--- config.mk ---
export PLATFORM = sky130hd
export DESIGN_NAME = smi_cause_reg
export DESIGN_NICKNAME = d
export VERILOG_FILES = /design/src/rtl/smi_pkg.sv /design/src/rtl/smi_w1c_bit.sv /design/src/rtl/smi_io_trap.sv /design/src/rtl/smi_live_terms.sv /design/src/rtl/smi_out_drive.sv /design/src/rtl/smi_cause_reg.sv
export SDC_FILE = /design/constraint.sdc
export NUM_CORES = 1
export LEC_CHECK = 0
export BUFFER_PORTS_ARGS = -buffer_cell sky130_fd_sc_hd__buf_2
export CAP_MARGIN = 25
export CORE_AREA = 2 2 99 101
export CTS_CLUSTER_SIZE = 40
export DETAILED_ROUTE_END_ITERATION = 7
export DIE_AREA = 0 0 101 103
export GPL_ROUTABILITY_DRIVEN = 1
export GPL_TIMING_DRIVEN = 0
export HOLD_SLACK_MARGIN = 0.1
export RECOVER_POWER = 25
export SYNTH_ARGS = -nofsm -noshare
export SYNTH_HDL_FRONTEND = slang
export SYNTH_SLANG_ARGS = --single-unit
--- constraint.sdc ---
create_clock -name clk -period 1.62 [get_ports clk]
set_clock_uncertainty 0.15 [all_clocks]
set_input_delay 0.162 -clock clk [delete_from_list [all_inputs] [get_ports clk]]
set_output_delay 0.162 -clock clk [all_outputs]
set_load 0.05 [all_outputs]
--- src/rtl/smi_pkg.sv ---
// Shared bit positions and masks of the SMI status register.
// Assumes a 32-bit register; positions are fixed by software convention.
package smi_pkg;
    localparam int REG_W      = 32;
    localparam int BIT_PM1    = 8;
    localparam int BIT_GPE0   = 9;
    localparam int BIT_GPE1   = 10;
    localparam int BIT_MCPORT = 11;
    localparam int BIT_DEVTRP = 12;
    localparam int BIT_TCO    = 13;
    localparam int BIT_PERIOD = 14;
    localparam int BIT_SERIRQ = 15;
    localparam int BIT_SMBUS  = 16;
    localparam int NUM_LATCH  = 3;

    // Bits that are latched and cleared by writing 1.
    localparam logic [REG_W-1:0] W1C_MASK  = 32'h0001_4800;
    // Summary bits that already include their enables.
    localparam logic [REG_W-1:0] NOEN_MASK = 32'h0000_1700;
    // Reserved bits.
    localparam logic [REG_W-1:0] RSVD_MASK = 32'hFFFE_0080;

    // Bit position of each latched slot, in slot order.
    function automatic int latch_pos(input int slot);
        case (slot)
            0:       return BIT_SMBUS;
            1:       return BIT_PERIOD;
            default: return BIT_MCPORT;
        endcase
    endfunction
endpackage

--- src/rtl/smi_w1c_bit.sv ---
// One latched status bit: set by an event, cleared by writing 1.
// Assumes set_i and clr_i are synchronous to clk; a set beats a clear.
module smi_w1c_bit (
    input  logic clk,
    input  logic rst_n,
    input  logic set_i,
    input  logic clr_i,
    output logic q
);
    // Hold, set or clear the bit; a set in the same cycle as a clear wins.
    always_ff @(posedge clk) begin
        if (!rst_n)      q <= 1'b0;
        else if (set_i)  q <= 1'b1;
        else if (clr_i)  q <= 1'b0;
    end

    assert_set_wins_R11: assert property (@(posedge clk) disable iff (!rst_n)
        set_i |=> q);
    assert_w1c_clear_R6: assert property (@(posedge clk) disable iff (!rst_n)
        (clr_i && !set_i) |=> !q);
    assert_hold_R12: assert property (@(posedge clk) disable iff (!rst_n)
        (!clr_i && !set_i && q) |=> q);
endmodule

--- src/rtl/smi_io_trap.sv ---
// Flags an I/O access whose address equals either of two watched ports.
// Assumes the snoop address is valid whenever valid_i is high.
module smi_io_trap #(
    parameter int              ADDR_W = 16,
    parameter logic [ADDR_W-1:0] PORT_A = 16'h0062,
    parameter logic [ADDR_W-1:0] PORT_B = 16'h0066
) (
    input  logic              valid_i,
    input  logic [ADDR_W-1:0] addr_i,
    output logic              hit_o
);
    // Compare the snooped address with both watched ports.
    always_comb begin
        hit_o = valid_i && ((addr_i == PORT_A) || (addr_i == PORT_B));
    end
endmodule

--- src/rtl/smi_live_terms.sv ---
// Builds the live summary bits from other status registers and enables.
// Assumes all inputs are already synchronous; output is combinational.
module smi_live_terms #(
    parameter int NUM_TRAPS = 8,
    parameter int GPE0_W    = 16,
    parameter int GPE1_W    = 16,
    parameter int PM1_W     = 16
) (
    input  logic [NUM_TRAPS-1:0] trap_sts,
    input  logic [NUM_TRAPS-1:0] trap_en,
    input  logic [GPE0_W-1:0]    gpe0_sts,
    input  logic [GPE0_W-1:0]    gpe0_en,
    input  logic [GPE1_W-1:0]    gpe1_sts,
    input  logic [GPE1_W-1:0]    gpe1_en,
    input  logic [GPE1_W-1:0]    gpe1_route,
    input  logic [PM1_W-1:0]     pm1_sts,
    input  logic [PM1_W-1:0]     pm1_smi_mask,
    output logic                 devtrap_o,
    output logic                 gpe0_o,
    output logic                 gpe1_o,
    output logic                 pm1_o
);
    // Reduce each qualified vector to one summary bit.
    always_comb begin
        devtrap_o = |(trap_sts & trap_en);
        gpe0_o    = |(gpe0_sts & gpe0_en);
        gpe1_o    = |(gpe1_sts & gpe1_en & gpe1_route);
        pm1_o     = |(pm1_sts & pm1_smi_mask);
    end
endmodule

--- src/rtl/smi_out_drive.sv ---
// Registers the active-low SMI request from the qualified-cause flag.
// Assumes qual_i is the OR of all enabled causes in the current cycle.
module smi_out_drive (
    input  logic clk,
    input  logic rst_n,
    input  logic qual_i,
    output logic smi_n
);
    // Drive SMI low the cycle after any qualified cause is present.
    always_ff @(posedge clk) begin
        if (!rst_n) smi_n <= 1'b1;
        else        smi_n <= ~qual_i;
    end

    assert_reset_idle_R1: assert property (@(posedge clk)
        !rst_n |=> smi_n);
    assert_smi_raise_R10: assert property (@(posedge clk) disable iff (!rst_n)
        qual_i |=> !smi_n);
    assert_smi_release_R13: assert property (@(posedge clk) disable iff (!rst_n)
        !qual_i |=> smi_n);
endmodule

--- src/rtl/smi_cause_reg.sv ---
// SMI status aggregation register: latched W1C causes, live level and
// summary causes, an I/O port trap, and a registered active-low SMI.
// Assumes one clock domain and a synchronous active-low reset.
module smi_cause_reg #(
    parameter int              OFS_W     = 8,
    parameter logic [OFS_W-1:0] REG_OFS  = 8'h34,
    parameter int              ADDR_W    = 16,
    parameter logic [ADDR_W-1:0] PORT_A  = 16'h0062,
    parameter logic [ADDR_W-1:0] PORT_B  = 16'h0066,
    parameter int              NUM_TRAPS = 8,
    parameter int              GPE0_W    = 16,
    parameter int              GPE1_W    = 16,
    parameter int              PM1_W     = 16
) (
    input  logic                 clk,
    input  logic                 rst_n,
    input  logic [OFS_W-1:0]     reg_addr,
    input  logic                 reg_wr_en,
    input  logic [31:0]          reg_wdata,
    output logic [31:0]          reg_rdata,
    input  logic [31:0]          smi_en,
    input  logic                 io_snoop_valid,
    input  logic [ADDR_W-1:0]    io_snoop_addr,
    input  logic                 smb_slave_evt,
    input  logic                 smb_alert_n,
    input  logic                 smb_smi_mode,
    input  logic                 serirq_req,
    input  logic                 periodic_tick,
    input  logic                 tco_req,
    input  logic [NUM_TRAPS-1:0] trap_sts,
    input  logic [NUM_TRAPS-1:0] trap_en,
    input  logic [GPE0_W-1:0]    gpe0_sts,
    input  logic [GPE0_W-1:0]    gpe0_en,
    input  logic [GPE1_W-1:0]    gpe1_sts,
    input  logic [GPE1_W-1:0]    gpe1_en,
    input  logic [GPE1_W-1:0]    gpe1_route,
    input  logic [PM1_W-1:0]     pm1_sts,
    input  logic [PM1_W-1:0]     pm1_smi_mask,
    output logic                 smi_n
);
    import smi_pkg::*;

    logic                 wr_hit;
    logic                 alert_prev_n;
    logic                 alert_fall;
    logic                 trap_hit;
    logic [NUM_LATCH-1:0] latch_set;
    logic [NUM_LATCH-1:0] latch_q;
    logic                 devtrap_live, gpe0_live, gpe1_live, pm1_live;
    logic [REG_W-1:0]     status;
    logic                 qual_any;

    assign wr_hit = reg_wr_en && (reg_addr == REG_OFS);

    // Remember the alert level to find its falling edge.
    always_ff @(posedge clk) begin
        if (!rst_n) alert_prev_n <= 1'b1;
        else        alert_prev_n <= smb_alert_n;
    end
    assign alert_fall = alert_prev_n && !smb_alert_n;

    smi_io_trap #(.ADDR_W(ADDR_W), .PORT_A(PORT_A), .PORT_B(PORT_B)) u_trap (
        .valid_i (io_snoop_valid),
        .addr_i  (io_snoop_addr),
        .hit_o   (trap_hit)
    );

    // Route each event source to its latched slot.
    always_comb begin
        latch_set[0] = smb_slave_evt || (smb_smi_mode && alert_fall);
        latch_set[1] = periodic_tick;
        latch_set[2] = trap_hit;
    end

    for (genvar s = 0; s < NUM_LATCH; s++) begin : g_latch
        smi_w1c_bit u_bit (
            .clk   (clk),
            .rst_n (rst_n),
            .set_i (latch_set[s]),
            .clr_i (wr_hit && reg_wdata[latch_pos(s)]),
            .q     (latch_q[s])
        );
    end

    smi_live_terms #(
        .NUM_TRAPS(NUM_TRAPS), .GPE0_W(GPE0_W), .GPE1_W(GPE1_W), .PM1_W(PM1_W)
    ) u_live (
        .trap_sts     (trap_sts),
        .trap_en      (trap_en),
        .gpe0_sts     (gpe0_sts),
        .gpe0_en      (gpe0_en),
        .gpe1_sts     (gpe1_sts),
        .gpe1_en      (gpe1_en),
        .gpe1_route   (gpe1_route),
        .pm1_sts      (pm1_sts),
        .pm1_smi_mask (pm1_smi_mask),
        .devtrap_o    (devtrap_live),
        .gpe0_o       (gpe0_live),
        .gpe1_o       (gpe1_live),
        .pm1_o        (pm1_live)
    );

    // Assemble the visible status word; unlisted bits stay zero.
    always_comb begin
        status             = '0;
        status[BIT_PM1]    = pm1_live;
        status[BIT_GPE0]   = gpe0_live;
        status[BIT_GPE1]   = gpe1_live;
        status[BIT_DEVTRP] = devtrap_live;
        status[BIT_TCO]    = tco_req;
        status[BIT_SERIRQ] = serirq_req;
        for (int s = 0; s < NUM_LATCH; s++) status[latch_pos(s)] = latch_q[s];
    end

    // Qualify every status bit by its enable or by its built-in enable.
    always_comb begin
        qual_any = |(status & (smi_en | NOEN_MASK));
    end

    // Return the status word only at the register's own offset.
    always_comb begin
        reg_rdata = (reg_addr == REG_OFS) ? status : '0;
    end

    smi_out_drive u_out (
        .clk    (clk),
        .rst_n  (rst_n),
        .qual_i (qual_any),
        .smi_n  (smi_n)
    );

    assert_rsvd_zero_R2: assert property (@(posedge clk) disable iff (!rst_n)
        (reg_rdata & RSVD_MASK) == '0);
    assert_port_trap_R7: assert property (@(posedge clk) disable iff (!rst_n)
        (io_snoop_valid && (io_snoop_addr == PORT_A || io_snoop_addr == PORT_B))
        |=> status[BIT_MCPORT]);
    assert_alert_edge_R4: assert property (@(posedge clk) disable iff (!rst_n)
        (smb_smi_mode && $fell(smb_alert_n)) |=> status[BIT_SMBUS]);
endmodule

==> results of run 1 <==
[placed cells by master, fill, tap and decap left out, types with 2 or more instances in the layout]
cell type        n
a221oi_2         7
a22o_1           8
a22oi_1          5
a31oi_1          2
and2_2           2
and4_4           3
buf_2          170
buf_4           27
clkbuf_1         2
clkbuf_4         5
clkbuf_8         3
conb_1          23
dfxtp_1          5
dlygate4sd3_1   14
inv_1            4
nand3_1         16
nand4_1          6
nor2_1           8
nor4_4           2
nor4b_1          2
[power by group through the flow]
stage | Sequential, W | Clock [W] | Combinational [W]
4_1_cts | 0.000133 | 0.000240 | 0.000508
3_5_place_dp | 0.000135 | 0 | 0.000463
2_1_floorplan | 0.000139 | 0 | 0.000229
6_report | 0.000133 | 0.000234 | 0.000516
3_3_place_gp | 0.000135 | 0 | 0.000457
5_1_grt | 0.000134 | 0.000253 | 0.000559
[logic make-up after synthesis]
family                 Yosys count  share of synthesized area
AND/OR/NAND/NOR                 46                     0.3482
AO/OA/AOI/OAI                   29                     0.2945
buffers and inverters           27                     0.2301
flip-flops                       5                     0.1227
other                            1                   0.004597
[metal layers]
layer | GRT usage | wire length [microns]
met2 | 0.1744 | 2736
met5 | 0 | 0
met3 | 0.01695 | 473
met1 | 0.08538 | 1739
met4 | 0.01663 | 55
[worst max-delay path: stages]
cell and delay (ps):
dlygate4sd3_1 540, buf_2 130, nand2b_1 130, dlygate4sd3_1 540
[metrics by stage]
| stage | hold slack (ps) | TNS [ps] | utilization | instances |
|---|---|---|---|---|
| CTS | 100.4 | 0 | 0.2291 | 441 |
| global route | 120.4 | 0 | 0.2339 | 442 |
| global placement | 214.6 | -603.0 | 0.2042 | 422 |
| finish | 100.1 | 0 | 0.2339 | 442 |
| floorplan | 85.04 | -478.8 | - | 130 |
| detailed placement | 236.0 | -631.6 | 0.2042 | 422 |
[flip-flops by register name (all words and copies together) (netlist names)]
register,cells
g_latch.u_bit.q,3
alert_prev_n,1
u_out.smi_n,1
[area by class of cell]
cell class / count / area, sq um
fillers: 1060 / 7247
repair buffers: 194 / 1062
multi-input cells: 98 / 674.4
plain buffers: 23 / 172.7
well taps: 114 / 142.6
flip-flops and latches: 5 / 100.1
clock buffers: 4 / 45.04
inverters: 4 / 15.01
[final timing paths]
path / start / end / depth (start not counted)
worst max-delay path: smb_alert_n / alert_prev_n$_SDFF_PN1_ / 4
worst min-delay path: io_snoop_addr[14] / g_latch[2].u_bit.q$_SDFFE_PN0P_ / 4
worst max register to register: g_latch[1].u_bit.q$_SDFFE_PN0P_ / u_out.smi_n$_SDFF_PN1_ / 3
worst min register to register: g_latch[2].u_bit.q$_SDFFE_PN0P_ / g_latch[2].u_bit.q$_SDFFE_PN0P_ / 3
[timing repair]
item                                   in CTS  in global routing
gates resized for setup                     8                 13
pin swaps                                   2                  3
gates cloned                                0                  0
setup endpoints to repair                   7                  8
endpoints found under the hold margin       4                  0
setup buffers                               1                  1
hold buffers                               14                  0
==> results by group, run 1 <==
STA
  – Fin crit share: 0.9594
  – Tightest Pin Transition: 613.8 ps
  – Highest Clock Rate: between 600 and 700 MHz
  – Endpoints failing hold: 0
  – Slew margin rel.: 0.5926
  – Final setup viols: 0
  – Final min period: between 1500 and 2000 ps
  – Slew Viols, Final: 0
  – Unrepaired setup endpoints after global routing: false
  – Setup WS post-layout: 65.79 ps

Yosys
  – Top-count cell post-synth: buf_4
  – Top-area cell type share of the netlist area: 0.2117
  – Sequential element share of the synthesized area: 0.1227
  – Dominant cells by area after synthesis: buf_4 21%, dfxtp_1 12%, nand3_1 9.8%
  – Gate Count Post-Synth: roughly 110
  – Yosys reg bits: 5
  – Top_reg_cell synth: dfxtp_1
  – Commonest cells post-synth: 23 x buf_4, 16 x nand3_1, 8 x a221oi_1, 8 x a22o_1, 8 x nor2_1
  – Synthesized area: approximately 820 sq um
  – YS warnings: 0
  – Number of synthesized flops with an enable pin: 0
  – Synth cell types: 28
  – FFs w/ async S/R, synth: 0
  – Mapped Avg Cell Area: between 7 and 8 sq um
  – Synth area leader: buf_4

Route
  – Wirelength, routed: approximately 5 mm
  – Routed vias: 1685
  – Drt pass-1 iters: 4
  – Remaining DRCs: 0
  – Vias per cell: 3.812
  – Detailed Route Iter0 Violations: 35
  – Antenna viol nets, final: 0
  – Routed len/inst: about 11 microns

CTS
  – CTS Buffer Depth: 2
  – TritonCTS clock tree: built
  – Clk sink count: 5
  – CTS H-tree depth: 1
  – CTS Buf Count: 3
  – Root buf cell: clkbuf_8
  – Reg clk slew, reported paths: 40 ps
  – Worst-Skew Late Latency: 230 ps

GRT
  – Total grt overflow: 0
  – Pin count of the biggest net entering global routing: 8
  – Global-route wire length before repair: just under 7 mm
  – Initial antenna violation count: 0
  – Vias in the first global route: 1621
  – GRT Overall Usage: 0.08378

Power
  – Clock share of power: 0.265
  – Power consumption: 0.0008840 W
  – P_int: around 0.00056 W
  – Pwr dens: 399.6 nW/um^2
  – Worst VDD drop: 0.1540 mV
  – Switching fraction of total power: 0.3674
  – NetSw: approximately 0.00032 W
  – Combinational fraction of design power: 0.584
  – Sequential share of power: 0.151
  – Leakage: ~1.2 nW

Critical path
  – Flop2flop setup slack: 380 ps
  – Critical path type: primary input to flip-flop
  – Required time worst endpoint: 1580 ps
  – Critical path capture point type: flip-flop
  – Worst-path fanout max: 2
  – Startpoint type of the worst setup path: primary input
  – CP Data Arrival Time: about 1500 ps

Status
  – Status: finished clean

Floorplan
  – Row cnt: 36
  – Core ar.: 9459 sq um
  – IO Pins: 259
  – Initial Util: 0.08624
  – Die width: 101 microns
  – Die height: 103 microns
  – Die area: about 10000 sq um

Min path
  – Hold Path Class: primary input to flip-flop

Placed design
  – DP Area: slightly below 2000 sq um
  – Post-DP HPWL: 4.276 mm
  – Port Buf Inserts: 178
  – Dpl ws: -234.3 ps
  – GPL Wtd Cong: about 0.74

Flow run
  – Max cap viols: 0

Cells and area
  – Layout area overhead: 171.2%
  – Fraction of layout instances using a drive strength above 1: 0.6707
  – Diode count: 0
  – Nets@finish: 555
  – Final instance area: roughly 2200 sq um
(Power assumes the default switching activity.)
==> inputs of run 2 (changes only) <==
--- a/config.mk
+++ b/config.mk
@@ -5,12 +5,13 @@
 export SDC_FILE = /design/constraint.sdc
 export NUM_CORES = 1
 export LEC_CHECK = 0
+export ABC_AREA = 1
 export BUFFER_PORTS_ARGS = -buffer_cell sky130_fd_sc_hd__buf_2
 export CAP_MARGIN = 25
-export CORE_AREA = 2 2 99 101
+export CORE_AREA = 2 2 101 103
 export CTS_CLUSTER_SIZE = 40
 export DETAILED_ROUTE_END_ITERATION = 7
-export DIE_AREA = 0 0 101 103
+export DIE_AREA = 0 0 103 105
 export GPL_ROUTABILITY_DRIVEN = 1
 export GPL_TIMING_DRIVEN = 0
 export HOLD_SLACK_MARGIN = 0.1
==> results by group, run 2 <==
Critical path
  – Critical path capture point type: primary output
  – Critical path type: primary input to primary output
  – Reg2reg start: g_latch[0].u_bit.q$_SDFFE_PN0P_
  – CP Data Arrival Time: ~1200 ps
  – Critical Path Start: reg_addr[1]
  – Startpoint type of the worst setup path: primary input
  – Required time worst endpoint: between 1000 and 1500 ps
  – Worst-path fanout max: 9

GRT
  – Vias in the first global route: between 1.5k and 2k
  – GRT Overall Usage: 0.08602
  – Total grt overflow: 0
  – Initial antenna violation count: 0
  – Global-route wire length before repair: 7.431 mm
  – Pin count of the biggest net entering global routing: 10

CTS
  – Post-CTS setup buffers: 0
  – TritonCTS clock tree: built
  – Worst-Skew Late Latency: ~220 ps
  – CTS Buffer Depth: 2
  – Root buf cell: clkbuf_8
  – Reg clk slew, reported paths: around 40 ps
  – CTS Buf Count: 3
  – CTS H-tree depth: 1
  – Clk sink count: 5

Power
  – Pwr dens: just under 400 nW/um^2
  – Leakage: ~1.5 nW
  – Worst VDD drop: 0.2451 mV

Yosys
  – Synthesized area: 1081 sq um
  – Top-count cell post-synth: nand2_1
  – Yosys reg bits: 5
  – YS warnings: 0
  – Commonest cells post-synth: 97 x nand2_1, 36 x nor2_1, 23 x buf_4
  – Top-area cell type share of the netlist area: 0.3368
  – Number of synthesized flops with an enable pin: 0
  – Synth cell types: 17
  – Largest family of logic cells by synthesized area: simple AND/OR/NAND/NOR gates
  – Multiplexer share of the synthesized area: 0
  – Sequential element share of the synthesized area: 0.09259
  – Adder-cell share of the synthesized area: 0
  – Mapped Avg Cell Area: 4.959 sq um
  – Top_reg_cell synth: dfxtp_1
  – Gate Count Post-Synth: 218
  – Synth area leader: nand2_1
  – Post-Synth XOR/XNOR Area: 0
  – Compound-cell area share of the yosys netlist: 0.03819
  – Dominant cells by area after synthesis: nand2_1 34%, buf_4 16%, nor2_1 13%
  – Post-Synth Simple-Gate Area: 0.6678
  – FFs w/ async S/R, synth: 0

Route
  – Antenna viol nets, final: 0
  – Routed vias: ~2.0k
  – Vias per cell: between 3 and 4
  – Detailed Route Iter0 Violations: 27
  – Routed len/inst: 9.129 microns
  – Wirelength, routed: roughly 5 mm
  – Remaining DRCs: 0
  – Drt pass-1 iters: 4

Cells and area
  – Diode count: 0
  – Fill cells: 1165
  – Largest register FFs: 3
  – Final instance area: 2297 sq um
  – Util after Layout: 0.2383
  – Top reg by flops: g_latch.u_bit.q
  – Fraction of layout instances using a drive strength above 1: 0.4847
  – Most common library cell in the layout ignoring fill and taps: buf_2
  – Nets@finish: 652
  – Biggest regs: g_latch.u_bit.q (3), alert_prev_n (1), u_out.smi_n (1)
  – Most frequent cells in the layout: 176 x buf_2, 97 x nand2_1, 36 x nor2_1
  – Layout area overhead: 112.5%

Placed design
  – Port Buf Inserts: between 150 and 200
  – Post-DP HPWL: 4.793 mm
  – GPL Wtd Cong: 0.7086
  – DP Area: 2221 sq um

Min path
  – Hold Path Class: primary input to flip-flop
  – Hold Path Origin: io_snoop_addr[14]

STA
  – Highest Clock Rate: 666.7 MHz
  – Final setup viols: 0
  – Setup TNS: 0 ps
  – Unrepaired setup endpoints after global routing: false
  – Fin crit share: 0.9258
  – Slew Viols, Final: 0
  – WHS: 94.88 ps
  – Endpoints failing hold: 0
  – Final min period: 1500 ps

Floorplan
  – IO Pins: 259
  – Die height: 105 microns
  – Die width: 103 microns
  – Core ar.: 9639 sq um
  – Row cnt: 36
  – Die area: 10820 sq um
  – Initial Util: 0.1121

Status
  – Status: finished clean

Flow run
  – Max cap viols: 0
run 2: cells by family (layout without fill, tap and decap cells):
group	after synthesis	after routing
AO/OA/AOI/OAI	7	7
buffers and inverters	34	219
flip-flops	5	5
other	1	23
AND/OR/NAND/NOR	171	171
run 2: metrics by stage:
step	cells	power (W)	worst slack, ps
floorplan	240	0.0004266	-18.69
global placement	551	0.0006535	32.88
detailed placement	551	0.0006574	38.27
CTS	558	0.0009013	38.51
global route	558	0.0009772	9.050
finish	558	0.0008901	120.1
run 2: metal layers:
layer  track usage  wire, microns  vias up
met1       0.09739           2061      787
met4      0.005639              7        0
met3       0.01672            546        2
met2        0.1684           2479      113
met5             0              0        -
li1              -              -     1065
run 2: cell type report:
| class | instances | area [sq um] | share of cell area |
|---|---|---|---|
| timing repair buffer | 181 | 922.1 | 0.4014 |
| multi-input combinational | 201 | 849.6 | 0.3698 |
| clock buffer | 4 | 45.04 | 0.01961 |
| sequential | 5 | 100.1 | 0.04357 |
| inverter | 11 | 41.29 | 0.01797 |
| tap | 133 | 166.4 | 0.07244 |
| buffer | 23 | 172.7 | 0.07516 |
run 2: path summary, 6_finish.rpt:
check | to | slack (ps) | cells past startpoint
setup / recovery | reg_rdata[8] | 120 | 6
hold / removal | g_latch[2].u_bit.q$_SDFFE_PN0P_ | 90 | 4
setup reg to reg | u_out.smi_n$_SDFF_PN1_ | 490 | 7
hold reg to reg | g_latch[2].u_bit.q$_SDFFE_PN0P_ | 340 | 2
run 2: report_power, final:
part	internal (W)	total, W	switching, W
combinational	0.000244	0.000522	0.000278
sequential	0.000130	0.000135	0.00000472
clock	0.000169	0.000233	0.0000637
run 2: what timing repair did:
action / 4_1_cts / 5_1_grt
gates resized for setup: 0 / 1
endpoints found under the setup margin: 0 / 1
hold endpoints to repair: 3 / 0
hold buffers: 3 / 0
run 2: critical path: stages:
cell	delay [ps]
buf_2	100
nor2_1	80
and2_1	200
nand2_2	200
a21oi_1	170
buf_2	280
==> inputs of run 3 (changes only) <==
--- a/config.mk
+++ b/config.mk
@@ -8,7 +8,7 @@
 export ABC_AREA = 1
 export BUFFER_PORTS_ARGS = -buffer_cell sky130_fd_sc_hd__buf_2
 export CAP_MARGIN = 25
-export CORE_AREA = 2 2 101 103
+export CORE_AREA = 10 10 93 95
 export CTS_CLUSTER_SIZE = 40
 export DETAILED_ROUTE_END_ITERATION = 7
 export DIE_AREA = 0 0 103 105
==> results by group, run 3 (same netlist as run 2, synthesis figures left out) <==
Status
  – Status: finished clean

Power
  – Worst VDD drop: 0.1463 mV
  – Pwr dens: 392.0 nW/um^2
  – Power consumption: roughly 0.00090 W
  – Leakage: 1.508 nW

Cells and area
  – Most frequent cells in the layout: 175 x buf_2, 97 x nand2_1, 36 x nor2_1
  – Layout area overhead: 112.6%
  – Final instance area: around 2300 sq um
  – Fraction of layout instances using a drive strength above 1: 0.4780
  – Top reg by flops: g_latch.u_bit.q
  – Most common library cell in the layout ignoring fill and taps: buf_2
  – Util after Layout: 0.3402
  – Largest register FFs: 3
  – Nets@finish: 658
  – Diode count: 0
  – Biggest regs: g_latch.u_bit.q (3), alert_prev_n (1), u_out.smi_n (1)
  – Fill cells: 804

Route
  – Routed vias: 1979
  – Remaining DRCs: 0
  – Routed len/inst: 12.92 microns
  – Drt pass-1 iters: 4
  – Antenna viol nets, final: 0
  – Wirelength, routed: between 6 and 7 mm
  – Detailed Route Iter0 Violations: 35
  – Vias per cell: 3.873

Floorplan
  – Row cnt: 30
  – Initial Util: 0.1600
  – Core ar.: between 6000 and 7000 sq um
  – Die height: approximately 110 microns
  – Die area: 10820 sq um
  – Die width: around 100 microns
  – IO Pins: ~260

CTS
  – CTS H-tree depth: 1
  – Clk sink count: 5
  – CTS Buf Count: 3
  – Worst-Skew Late Latency: 220 ps
  – Post-CTS setup buffers: 0
  – CTS Buffer Depth: 2
  – Reg clk slew, reported paths: 40 ps
  – TritonCTS clock tree: built
  – Root buf cell: clkbuf_8

Critical path
  – CP Data Arrival Time: 1140 ps
  – Critical path capture point type: primary output
  – Startpoint type of the worst setup path: primary input
  – Crit-path cells: buf_2, nor2_1, and2_1, nand2_4, nor2_1, buf_2
  – Required time worst endpoint: 1310 ps
  – Largest stage delay on the critical path: around 270 ps
  – CP max-delay cell: buf_2
  – Worst-path fanout max: 9
  – Critical path type: primary input to primary output

STA
  – Tightest Pin Transition: between 600 and 700 ps
  – Endpoints failing hold: 0
  – Fin crit share: 0.8967
  – Highest Clock Rate: roughly 690 MHz
  – Final min period: 1453 ps
  – Unrepaired setup endpoints after global routing: false
  – Slew margin rel.: 0.5694
  – Slew Viols, Final: 0
  – Final setup viols: 0
  – Setup TNS: 0 ps

GRT
  – Initial antenna violation count: 0
  – Total grt overflow: 0
  – Pin count of the biggest net entering global routing: 10
  – Vias in the first global route: 2166
  – GRT Overall Usage: 0.1079
  – Global-route wire length before repair: 9.625 mm

Min path
  – Hold Path Class: primary input to flip-flop

Placed design
  – Post-DP HPWL: 6.082 mm
  – GPL Wtd Cong: a little over 0.8
  – DP Area: 2155 sq um
  – Port Buf Inserts: 178

Flow run
  – Max cap viols: 0
-- run 3: path summary, 6_finish.rpt --
check / from / to / slack, ps / cells after the start
max: reg_addr[1] / reg_rdata[10] / 170 / 6
min: smb_slave_evt / g_latch[0].u_bit.q$_SDFFE_PN0P_ / 100 / 4
max reg2reg: g_latch[2].u_bit.q$_SDFFE_PN0P_ / u_out.smi_n$_SDFF_PN1_ / 500 / 7
min reg2reg: g_latch[2].u_bit.q$_SDFFE_PN0P_ / g_latch[2].u_bit.q$_SDFFE_PN0P_ / 340 / 2
-- run 3: timing repair --
item	CTS	global route
endpoints found under the hold margin	3	0
resized for setup	0	3
hold buffers	9	0
setup endpoints to repair	0	5
-- run 3: layer usage --
metal,GRT usage,part of all wire
met5,0,0
met4,0.01789,0.0042
met1,0.1008,0.34
met2,0.2069,0.51
met3,0.05007,0.15
-- run 3: cell type report --
| class | count | area [sq um] | area share |
|---|---|---|---|
| Timing Repair Buffer | 187 | 984.7 | 0.4284 |
| Multi-Input combinational cell | 201 | 854.6 | 0.3718 |
| Buffer | 23 | 172.7 | 0.07512 |
| Sequential cell | 5 | 100.1 | 0.04355 |
| Tap cell | 80 | 100.1 | 0.04355 |
| Clock buffer | 4 | 45.04 | 0.01960 |
| Inverter | 11 | 41.29 | 0.01796 |
-- run 3: metrics by stage --
stage,instances,worst slack [ps],hold slack (ps)
6_report,511,167.4,97.02
5_1_grt,511,39.49,136.0
4_1_cts,511,62.66,101.3
3_5_place_dp,498,67.78,209.9
3_3_place_gp,498,75.83,195.0
2_1_floorplan,240,-18.69,80.69
-- run 3: power breakdown --
part / leakage [nW] / switching [W] / internal (W) / total, W
clock network: 0.0228 / 0.0000618 / 0.000169 / 0.000231
registers: 0.0416 / 0.00000405 / 0.000130 / 0.000134
logic: 1.44 / 0.000282 / 0.000254 / 0.000536
-- run 3: critical path: cells and delay by family --
family	cells	cell delay [ps]
buf+inv	2	370
simple gates	4	610
